**config.mk**
```make
export PLATFORM = sky130hd
export DESIGN_NAME = muldiv_unit
export DESIGN_NICKNAME = d
export VERILOG_FILES = /design/src/rtl/muldiv_unit.sv
export SDC_FILE = /design/constraint.sdc
export NUM_CORES = 1
export LEC_CHECK = 0
export BUFFER_PORTS_ARGS = -buffer_cell sky130_fd_sc_hd__buf_2
export CELL_PAD_IN_SITES_DETAIL_PLACEMENT = 1
export CELL_PAD_IN_SITES_GLOBAL_PLACEMENT = 1
export CORE_MARGIN = 2
export CORE_UTILIZATION = 48
export CTS_BUF_LIST = sky130_fd_sc_hd__clkbuf_4 sky130_fd_sc_hd__clkbuf_8
export CTS_CLUSTER_SIZE = 24
export DETAILED_ROUTE_END_ITERATION = 8
export PLACE_DENSITY_LB_ADDON = 0.1
export SLEW_MARGIN = 30
export SYNTH_ARGS = -nofsm -noshare
export SYNTH_HDL_FRONTEND = slang
export SYNTH_SLANG_ARGS = --single-unit
```
**constraint.sdc**
```tcl
create_clock -name clk -period 4.2 [get_ports clk]
set_clock_uncertainty 0.15 [all_clocks]
set_input_delay 1.26 -clock clk [delete_from_list [all_inputs] [get_ports clk]]
set_output_delay 1.26 -clock clk [all_outputs]
set_load 0.05 [all_outputs]
```
**src/rtl/muldiv_unit.sv**
```systemverilog
module muldiv_unit (
  input  logic       clk,
  input  logic       rst_n,
  input  logic       wr_en,
  input  logic [2:0] addr,
  input  logic [7:0] wr_data,
  output logic [7:0] rd_data,
  output logic       busy
);
  localparam int MUL_STEPS = 8;
  localparam int DIV_STEPS = 16;

  logic [7:0]  opa_q;
  logic [15:0] dvd_q;
  logic [15:0] quo_q;
  logic [15:0] prd_q;
  logic [23:0] sh_q;
  logic [4:0]  cnt_q;
  logic        is_div_q;

  logic        mul_go, div_go;
  logic [23:0] sh_dn;
  logic        fits;
  logic [23:0] diff;

  assign mul_go = wr_en && addr == 3'd1;
  assign div_go = wr_en && addr == 3'd4;
  assign busy   = cnt_q != 5'd0;
  assign sh_dn  = sh_q >> 1;
  assign fits   = {8'd0, prd_q} >= sh_dn;
  assign diff   = {8'd0, prd_q} - sh_dn;

  always_comb begin
    case (addr)
      3'd0:    rd_data = quo_q[7:0];
      3'd1:    rd_data = quo_q[15:8];
      3'd2:    rd_data = prd_q[7:0];
      3'd3:    rd_data = prd_q[15:8];
      default: rd_data = 8'h00;
    endcase
  end

  always_ff @(posedge clk) begin
    if (!rst_n) begin
      opa_q    <= '0;
      dvd_q    <= '0;
      quo_q    <= '0;
      prd_q    <= '0;
      sh_q     <= '0;
      cnt_q    <= '0;
      is_div_q <= 1'b0;
    end else begin
      if (wr_en && addr == 3'd0) opa_q        <= wr_data;
      if (wr_en && addr == 3'd2) dvd_q[7:0]   <= wr_data;
      if (wr_en && addr == 3'd3) dvd_q[15:8]  <= wr_data;

      if (busy) begin
        cnt_q <= cnt_q - 5'd1;
        if (is_div_q) begin
          sh_q  <= sh_dn;
          quo_q <= {quo_q[14:0], fits};
          if (fits) prd_q <= diff[15:0];
        end else begin
          if (quo_q[0]) prd_q <= prd_q + sh_q[15:0];
          quo_q <= quo_q >> 1;
          sh_q  <= sh_q << 1;
        end
      end

      if (mul_go) begin
        prd_q <= '0;
        if (!busy) begin
          quo_q    <= {wr_data, opa_q};
          sh_q     <= {16'd0, wr_data};
          cnt_q    <= 5'(MUL_STEPS);
          is_div_q <= 1'b0;
        end
      end

      if (div_go) begin
        prd_q <= dvd_q;
        if (!busy) begin
          sh_q     <= {wr_data, 16'd0};
          cnt_q    <= 5'(DIV_STEPS);
          is_div_q <= 1'b1;
        end
      end
    end
  end
endmodule

```
; ---- Word level (Yosys, flattened, before mapping)
; Cells that the tools add are included.
[classes]
n_eq_ne = 5
n_reduce_logical = 10
addsub = 3
mux = 26
n_lt_le_gt_ge = 1
[ops]
columns = op, n
row1 = 16-bit 2-to-1 mux, 10
row2 = 24-bit 2-to-1 mux, 6
row3 = 8-bit case mux with 4 select lines, 1
row4 = 5-bit 2-to-1 mux, 5
row5 = 16-bit by 23-bit >= comparator with 1-bit output, 1
row6 = 16-bit adder, 1
row7 = 16-bit subtractor, 1
row8 = "3-bit by 2-bit == test with 1-bit output, second input constant", 2
row9 = 1-bit logical AND, 5
row10 = 5-bit nonzero test, 1
row11 = "5-bit by 1-bit subtractor with 5-bit output, second input constant", 1
row12 = 1-bit 2-to-1 mux, 4
row13 = "4-bit by 1-bit != test with 1-bit output, second input constant", 1
row14 = 4-bit nonzero test, 1
row15 = "3-bit by 1-bit == test with 1-bit output, second input constant", 1
row16 = "3-bit == test, second input constant", 1
row17 = 3-bit zero test, 1
row18 = 3-bit AND reduction, 1
row19 = 3-bit nonzero test, 1
[totals]
in_bits = 14
wordCells = 53
output_inout_bits = 9
regBits = 86

; ---- Depth between registers and ports, before layout
; Gate-level depths: netlist (run 1).
[depth]
depth_word = 6
mapped_depth = 16

; ---- Worst setup path after synthesis (run 1)
; No wires, ideal clock.
[synth_path]
kind = input-to-output
from = input port addr[1]
to = output port rd_data[0]
t_required_ns = 2.790
path_buffers = 2
arrival_time_ns = 2.763
path_slack_ns = 0.027
path_stages = 4
path_cell_list = clkbuf_1 -> clkbuf_1 -> mux4_2 -> nor2b_1
[synth_via]
elab_chain_len = 2
[synth_rtl]
columns = item, line_no
row1 = "start, declared", 5  ; input logic [2:0] addr,
row2 = "3-bit by 2-bit == test with 1-bit output, or another cell as far along", 34  ; case (addr)
row3 = 8-bit case mux with 4 select lines (*), 34
row4 = "end, declared", 7  ; output logic [7:0] rd_data,
; Every way passes the cells marked *; elsewhere a longest branch is shown, timed or not.

; ---- Worst setup path after layout (run 1)
[layout_path]
from = input port addr[0]
to = output port rd_data[4]
; Same word-level chain as after synthesis.

==> results.py, run 1 <==
metrics = {
    "finish": {
        "fin_nets": 777,
        "fillCellCount": 1442,
        "multi_input_area_mm2": 0.00372,
        "final_util_pct": 53.6,
        "seq_area_mm2": 0.00172,
        "area_growth_pct": 7.69,
        "diodes": 0,
        "drive_above_1_share_pct": 10.4,
        "fin_area_mm2": 0.00617,
    },
    "outcome": {
        "violations": "design-rule violations",
        "status": "complete, but fails checks",
    },
    "critical_path": {
        "slowest_stage": "mux4_2",
        "cpPeakStageDelay_ns": 0.56,
        "worstPathRequired_ns": 2.79,
        "end_kind": "output port",
        "arrival_ns": 2.59,
        "path_max_fanout": 17,
        "startpoint_type": "input port",
        "timing_worst_setup_path_type": "in2out",
        "crit_top_cell": "buf_2",
        "crit_chain": "buf_2 > mux4_2 > nor2b_1 > buf_2",
    },
    "timing": {
        "post-route-period-util_pct": 95.3,
        "timing.setup.tns_ns": 0,
        "slew_violations": 0,
        "slew_headroom_pct": 48.5,
        "layout_min_cycle_time_ns": 4.00,
        "max_freq_mhz": 250,
        "rsz0062_at_grt": "false",
        "tightest_slew_ns": 0.772,
        "setup_viol": 0,
        "fin_hold_ws_ns": 0.311,
        "finalHoldViolations": 0,
    },
    "detailed_routing": {
        "routed_wl_um": 18800,
        "drt_iter0_drc": 392,
        "via_per_inst": 6.34,
        "wire_per_inst_um": 21.5,
        "drtPass1Iterations": 7,
        "via_count": 5551,
        "ant_nets": 0,
        "remaining_drc_errors": 2,
    },
    "clock_tree": {
        "numCtsBuffers": 9,
        "clk_pin_slew_worst_paths_ns": 0.09,
        "cts.sinks": 86,
        "holdBufCountCts": 0,
        "post_cts_resized": 0,
        "cts.path.max_buffers": 2,
        "post_cts_buffers": 0,
        "root_buffer": "clkbuf_8",
        "cts_tree": "built",
        "insertion_delay_ns": 0.39,
        "htree_levels": 3,
    },
    "logic_synthesis": {
        "syn_avg_cell_area_um2": 7.84,
        "synthCells": 730,
        "ys_seq_area_share_pct": 30.1,
        "syn_nets": 779,
        "async_flop_share_pct": 0,
        "yosys_warnings": 0,
        "synth_top_family_by_area": "compound AO/OA/AOI/OAI gates",
        "synth_compound_area_share_pct": 23.5,
        "netlist_area_mm2": 0.00573,
        "synth_xor_area_share_pct": 3.21,
        "synth_edf_count": 0,
        "muxShareOfSynthArea_pct": 7.54,
        "synthAdderAreaFrac_pct": 7.78,
        "synth-simple-area-share_pct": 22.4,
        "ys_seq_elements": 86,
        "ys_types": 58,
        "synthFlopType": "dfxtp_1",
    },
    "grt": {
        "grt_pass1_vias": 5617,
        "grt_usage_pct": 30.3,
        "grt_pass1_wl_um": 30000,
        "antenna_found_initial": 0,
        "gr-total-overflow": 0,
        "grt_max_degree": 59,
    },
    "floorplan": {
        "core_mm2": 0.0115,
        "die-area_mm2": 0.0128,
        "die_w_um": 113,
        "num_rows": 39,
        "io_pins": 23,
        "start_util_pct": 49.7,
        "die_height_um": 113,
    },
    "pwr": {
        "p_leak_nw": 2.30,
        "powerDensity_mw_per_mm2": 851,
        "peakVddDrop_mv": 0.369,
        "power_mw": 5.25,
    },
    "placement": {
        "io_buffer_count": 22,
        "postPlaceCellArea_mm2": 0.00594,
        "dp_hpwl_um": 13600,
        "gp_congestion": 0.950,
    },
    "min_path": {
        "worstHoldPathType": "reg2reg",
    },
    "flow_run": {
        "drv_cap": 0,
    },
}
[area by class of cell]
class / count / area share, %
Tap cell: 143 / 2.90
Timing Repair Buffer: 36 / 3.49
Sequential cell: 86 / 27.9
Clock buffer: 12 / 2.68
Clock inverter: 4 / 0.852
Inverter: 31 / 1.89
Multi-Input combinational cell: 564 / 60.3
[state kept, by name, summed over array words and instances, names as in the netlist, named ones only]
name	flops
sh_q	24
quo_q	16
prd_q	16
dvd_q	16
opa_q	8
cnt_q	5
[worst max-delay path, delay by kind of cell]
family	cells	cell delay [ns]
mux	1	0.56
buf+inv	2	0.60
simple gates	1	0.15
[cell usage after synthesis, types with 2 or more instances]
library cell	number	share of area (%)
a2111oi_4	2	0.96
a211oi_1	46	6.0
a21o_1	4	0.52
a21oi_1	66	5.8
a22oi_1	3	0.39
a311oi_1	17	2.6
a31oi_1	9	0.98
and2_1	10	1.1
and3_1	8	0.87
buf_1	9	0.59
buf_2	3	0.26
clkbuf_1	36	2.4
dfxtp_1	86	30
ha_1	34	7.4
inv_1	27	1.8
inv_2	3	0.20
mux2i_1	24	4.2
mux4_2	8	3.1
nand2_1	115	7.5
nand2b_1	4	0.44
nand3_1	17	1.5
nand3b_1	2	0.26
nand4_1	5	0.55
nor2_1	47	3.1
nor2b_1	24	2.6
nor3_1	21	1.8
nor4_1	3	0.33
o211ai_1	2	0.26
o21a_1	5	0.66
o21ai_0	26	2.3
o21ai_1	10	0.87
o31ai_1	2	0.26
or3_1	7	0.76
or4_1	2	0.26
xnor2_1	16	2.4
xor2_1	5	0.76
[through the flow]
step	worst slack, ns	std cells
after detailed placement	0.206	860
after floorplan	0.0274	730
after global routing	0.130	876
final	0.197	876
after CTS	0.205	876
after global placement	0.244	860
[metal layers]
metal / share of wire (%) / up-vias / track usage (%)
li1: - / 2626 / -
met1: 46 / 2751 / 41.1
met2: 46 / 141 / 48.7
met3: 4.6 / 33 / 3.80
met4: 3.5 / 0 / 13.0
met5: 0 / - / 0
[worst paths after layout]
kind                          from                     end  slack, ns  cells past startpoint
min          dvd_q[9]$_SDFFE_PN0P_   dvd_q[9]$_SDFFE_PN0P_       0.31                      2
max reg2reg     sh_q[1]$_SDFF_PN0_  prd_q[14]$_SDFFE_PN0P_       0.65                     14
min reg2reg  dvd_q[9]$_SDFFE_PN0P_   dvd_q[9]$_SDFFE_PN0P_       0.31                      2
max                        addr[0]              rd_data[4]       0.20                      4
[logic make-up after synthesis]
logic type                 after synthesis
and+or+nand+nor                        273
AOI/OAI and AO/OA                      202
DFF                                     86
buffers and inverters                   80
adders and majority gates               35
muxes                                   33
xor gates and xnor gates                21
[power breakdown]
group          internal [mW]  switching, mW  total, mW
logic                   1.36           1.92       3.28
clock network          0.326          0.324      0.650
registers               1.02          0.302       1.32
[cells in the final DEF, fill, tap and decap left out, types with 2 or more instances in the layout]
cell and count:
nand4_1 5, nand3b_1 2, buf_4 14, inv_1 27
dfxtp_1 85, nor2b_1 24, o211ai_1 2, a21oi_1 66
nand2b_1 4, o21ai_0 26, ha_1 34, a211oi_1 46
buf_2 22, or3_1 7, a311oi_1 17, xnor2_1 16
mux4_2 8, nand3_1 17, a22oi_1 3, a21o_1 4
a2111oi_4 2, nor3_2 3, o31ai_1 2, xor2_1 5
o21a_1 5, mux2i_1 24, a31oi_1 9, nor2_1 46
and3_1 8, or4_1 2, o21ai_1 10, and2_1 10
inv_2 3, nand2_1 115, nor3_1 18, clkbuf_8 12
nor4_1 3
(Power assumes the default switching activity.)
==> run 2, diff against run 1 <==
--- a/config.mk
+++ b/config.mk
@@ -9,8 +9,7 @@
 export CELL_PAD_IN_SITES_DETAIL_PLACEMENT = 1
 export CELL_PAD_IN_SITES_GLOBAL_PLACEMENT = 1
 export CORE_MARGIN = 2
-export CORE_UTILIZATION = 48
-export CTS_BUF_LIST = sky130_fd_sc_hd__clkbuf_4 sky130_fd_sc_hd__clkbuf_8
+export CORE_UTILIZATION = 47
 export CTS_CLUSTER_SIZE = 24
 export DETAILED_ROUTE_END_ITERATION = 8
 export PLACE_DENSITY_LB_ADDON = 0.1
==> run 2 against run 1 <==
Effect of this change:
- the flow now finishes without violations
- fmax is 0.31% higher
- sequential cell count stayed put
- sequential share of layout area is 0.35 points lower
- combinational power hardly changed
- largest power group unchanged
==> results.py, run 2 (synthesis results as in run 1) <==
metrics = {
    "outcome": {
        "status": "completed",
    },
    "placement": {
        "gp_congestion": 0.876,
        "io_buffer_count": 22,
        "postPlaceCellArea_mm2": 0.00594,
        "dp_hpwl_um": 13500,
    },
    "floorplan": {
        "core_mm2": 0.0120,
        "start_util_pct": 47.9,
        "die_height_um": 114,
        "die_w_um": 114,
        "die-area_mm2": 0.0131,
        "num_rows": 40,
        "io_pins": 23,
    },
    "finish": {
        "fin_nets": 776,
        "diodes": 0,
        "area_growth_pct": 9.05,
        "layout_commonest_cell": "nand2_1",
        "drive_above_1_share_pct": 9.73,
        "regMostFlops": "sh_q",
        "layout_common_cells": "nand2_1, dfxtp_1, a21oi_1",
        "largest_reg_flops": 24,
        "fin_area_mm2": 0.00624,
    },
    "min_path": {
        "worstHoldPathType": "reg2reg",
    },
    "pwr": {
        "powerDensity_mw_per_mm2": 873,
        "peakVddDrop_mv": 0.296,
        "p_leak_nw": 2.33,
    },
    "clock_tree": {
        "insertion_delay_ns": 0.36,
        "post_cts_resized": 0,
        "clk_pin_slew_worst_paths_ns": 0.06,
        "post_cts_buffers": 0,
        "numCtsBuffers": 9,
        "root_buffer": "clkbuf_16",
        "cts.sinks": 86,
        "holdBufCountCts": 0,
        "cts.path.max_buffers": 2,
        "cts_tree": "built",
        "htree_levels": 3,
    },
    "flow_run": {
        "drv_cap": 0,
    },
    "grt": {
        "grt_max_degree": 59,
        "antenna_found_initial": 1,
        "gr-total-overflow": 0,
        "grt_pass1_vias": 5597,
        "grt_pass1_wl_um": 30300,
        "grt_usage_pct": 30.3,
    },
    "timing": {
        "timing.setup.tns_ns": 0,
        "slew_violations": 0,
        "post-route-period-util_pct": 95.0,
        "rsz0062_at_grt": "false",
        "fin_hold_ws_ns": 0.311,
        "slew_headroom_pct": 42.0,
        "setup_viol": 0,
        "tightest_slew_ns": 0.863,
        "layout_min_cycle_time_ns": 3.99,
        "max_freq_mhz": 251,
        "finalHoldViolations": 0,
    },
    "critical_path": {
        "path_max_fanout": 17,
        "startpoint_type": "input port",
        "timing_worst_setup_path_type": "in2out",
        "worstPathRequired_ns": 2.79,
        "end_kind": "output port",
        "arrival_ns": 2.58,
    },
    "detailed_routing": {
        "remaining_drc_errors": 0,
        "ant_nets": 0,
        "wire_per_inst_um": 21.7,
        "routed_wl_um": 19000,
        "drtPass1Iterations": 6,
        "drt_iter0_drc": 358,
        "via_per_inst": 6.32,
        "via_count": 5547,
    },
}
run 2: per-stage QoR:
stage | setup WS, ns | cells | utilization (%) | total power, mW
2_1_floorplan | 0.0274 | 730 | - | 3.76
3_3_place_gp | 0.236 | 863 | 49.6 | 4.36
3_5_place_dp | 0.201 | 863 | 49.6 | 4.53
4_1_cts | 0.202 | 877 | 52.2 | 5.42
5_1_grt | 0.129 | 877 | 52.2 | 5.93
6_report | 0.209 | 877 | 52.2 | 5.45
run 2: path summary, 6_finish.rpt:
path	start	end	slack (ns)	cells past startpoint
min	dvd_q[14]$_SDFFE_PN0P_	dvd_q[14]$_SDFFE_PN0P_	0.31	2
min reg2reg	dvd_q[14]$_SDFFE_PN0P_	dvd_q[14]$_SDFFE_PN0P_	0.31	2
max reg2reg	sh_q[4]$_SDFF_PN0_	prd_q[12]$_SDFFE_PN0P_	0.56	14
max	addr[0]	rd_data[1]	0.21	4
run 2: worst max-delay path, cell delays in order:
cell	delay, ns
buf_2	0.38
mux4_2	0.56
nor2b_1	0.14
buf_2	0.22
run 2: area by class of cell:
class / count / area [µm²]
well taps: 147 / 184
inverters: 31 / 116
clock inverters: 4 / 73.8
flip-flops and latches: 86 / 1720
fillers: 1489 / 5720
clock buffers: 10 / 229
multi-input cells: 564 / 3710
repair buffers: 35 / 208
run 2: layer usage:
metal | part of all wire [%] | GRT usage [%] | vias to the layer above
li1 | - | - | 2624
met1 | 45 | 40.8 | 2737
met2 | 46 | 48.1 | 143
met3 | 4.9 | 4.39 | 41
met4 | 3.5 | 14.1 | 2
met5 | 0.068 | 0 | -
run 2: power breakdown:
part | leakage [nW] | switching, mW | internal [mW]
combinational | 1.48 | 1.89 | 1.38
sequential | 0.703 | 0.304 | 1.02
clock | 0.148 | 0.342 | 0.515
==> run 3, diff against run 2 <==
==> constraint.sdc (replaced) <==
create_clock -name clk -period 4.29 [get_ports clk]
set_clock_uncertainty 0.15 [all_clocks]
set_input_delay 1.287 -clock clk [delete_from_list [all_inputs] [get_ports clk]]
set_output_delay 1.287 -clock clk [all_outputs]
set_load 0.05 [all_outputs]
==> run 3 against run 2 <==
Effect of this change:
- count of clock-buffer cells in the layout is the same
- sequential cell count is the same
- cell count shrank 0.23%
- critical path type unchanged
==> results.py, run 3 (synthesis results as in run 1) <==
metrics = {
    "outcome": {
        "status": "completed",
    },
    "placement": {
        "dp_hpwl_um": 13600,
        "io_buffer_count": 22,
        "postPlaceCellArea_mm2": 0.00592,
        "gp_congestion": 0.833,
    },
    "critical_path": {
        "worstPathRequired_ns": 2.85,
        "critPathTopFamily": "buffers and inverters",
        "cp_num_buf_inv": 2,
        "slowest_stage": "mux4_2",
        "end_kind": "output port",
        "crit_chain": "buf_2 > mux4_2 > nor2b_1 > buf_2",
        "startpoint_type": "input port",
        "crit_start": "addr[0]",
        "r2r_start": "sh_q[4]$_SDFF_PN0_",
        "path_max_fanout": 17,
        "timing_worst_setup_path_type": "in2out",
        "cpPeakStageDelay_ns": 0.57,
        "crit_top_cell": "buf_2",
        "arrival_ns": 2.60,
    },
    "grt": {
        "busiest_layer": "met2",
        "use_met2_pct": 49.0,
        "antenna_found_initial": 0,
        "gr-total-overflow": 0,
        "grt_use_met1_pct": 38.2,
        "grt_pass1_vias": 5598,
        "grt_usage_pct": 30.1,
        "grt_pass1_wl_um": 30000,
        "grt_max_degree": 59,
        "met3_usage_pct": 6.09,
    },
    "timing": {
        "finalHoldViolations": 0,
        "post-route-period-util_pct": 94.2,
        "slew_headroom_pct": 35.5,
        "rsz0062_at_grt": "false",
        "layout_min_cycle_time_ns": 4.04,
        "slew_violations": 0,
        "max_freq_mhz": 248,
        "tightest_slew_ns": 0.961,
        "setup_viol": 0,
        "timing.setup.tns_ns": 0,
    },
    "clock_tree": {
        "insertion_delay_ns": 0.35,
        "post_cts_buffers": 0,
        "post_cts_resized": 0,
        "numCtsBuffers": 9,
        "cts.path.max_buffers": 2,
        "root_buffer": "clkbuf_16",
        "cts.sinks": 86,
        "htree_levels": 3,
        "clk_pin_slew_worst_paths_ns": 0.06,
        "holdBufCountCts": 0,
        "cts_tree": "built",
    },
    "detailed_routing": {
        "ant_nets": 0,
        "drtPass1Iterations": 4,
        "drt_iter0_drc": 374,
        "remaining_drc_errors": 0,
        "routed_wl_um": 18800,
        "via_per_inst": 6.23,
        "wire_per_inst_um": 21.5,
        "via_count": 5447,
    },
    "finish": {
        "layout_common_cells": "nand2_1, dfxtp_1, a21oi_1",
        "diodes": 0,
        "fin_area_mm2": 0.00624,
        "area_growth_pct": 8.96,
        "fin_nets": 774,
        "drive_above_1_share_pct": 9.75,
        "largest_reg_flops": 24,
        "layout_commonest_cell": "nand2_1",
        "fillCellCount": 1463,
        "regMostFlops": "sh_q",
    },
    "floorplan": {
        "num_rows": 40,
        "start_util_pct": 47.9,
        "io_pins": 23,
        "die_height_um": 114,
        "die_w_um": 114,
        "core_mm2": 0.0120,
        "die-area_mm2": 0.0131,
    },
    "min_path": {
        "worstHoldPathType": "reg2reg",
        "hold_path.startpoint": "opa_q[1]$_SDFFE_PN0P_",
    },
    "pwr": {
        "powerDensity_mw_per_mm2": 855,
        "peakVddDrop_mv": 0.340,
        "p_leak_nw": 2.32,
    },
    "flow_run": {
        "drv_cap": 0,
    },
}
run 3: stage by stage:
| step | setup WS (ns) | std cells | utilization (%) | power, mW | hold WS [ns] |
|---|---|---|---|---|---|
| 2_1_floorplan | 0.0634 | 730 | - | 3.68 | 0.283 |
| 3_3_place_gp | 0.279 | 861 | 49.5 | 4.26 | 0.294 |
| 3_5_place_dp | 0.238 | 861 | 49.5 | 4.45 | 0.300 |
| 4_1_cts | 0.239 | 875 | 52.1 | 5.32 | 0.309 |
| 5_1_grt | 0.160 | 875 | 52.2 | 5.77 | 0.335 |
| 6_report | 0.250 | 875 | 52.2 | 5.34 | 0.310 |
run 3: layout make-up:
| class | count | area, µm² | share of cell area (%) |
|---|---|---|---|
| Clock inverter | 4 | 72.6 | 1.16 |
| Tap cell | 147 | 184 | 2.95 |
| Timing Repair Buffer | 33 | 193 | 3.09 |
| Multi-Input combinational cell | 564 | 3710 | 59.5 |
| Clock buffer | 10 | 239 | 3.83 |
| Inverter | 31 | 116 | 1.86 |
| Sequential cell | 86 | 1720 | 27.6 |
run 3: path summary, 6_finish.rpt:
check | to | slack [ns] | cells after the start
setup / recovery | rd_data[3] | 0.25 | 4
hold / removal | opa_q[1]$_SDFFE_PN0P_ | 0.31 | 2
setup reg to reg | prd_q[10]$_SDFFE_PN0P_ | 0.62 | 14
hold reg to reg | opa_q[1]$_SDFFE_PN0P_ | 0.31 | 2
run 3: worst register-to-register path, stage by stage (launching register included):
cell and delay [ns]:
dfxtp_1 0.41, nor3_1 0.34, nand2_1 0.15, nor3_1 0.20
xnor2_1 0.15, nor2_1 0.05, a21oi_1 0.17, ha_1 0.33
a21o_1 0.19, or3_1 0.29, or4_1 0.46, a31oi_1 0.25
xnor2_1 0.11, a22oi_1 0.18, a21oi_1 0.09
run 3: report_power, final:
part           switching (mW)  internal [mW]
clock                   0.333          0.519
combinational            1.87           1.33
sequential              0.297          0.997
total                    2.49           2.84
run 3: metal layers:
metal | routed length, µm | up-vias
li1 | - | 2617
met1 | 8360 | 2677
met2 | 8910 | 115
met3 | 907 | 38
met4 | 635 | 0
met5 | 0 | -
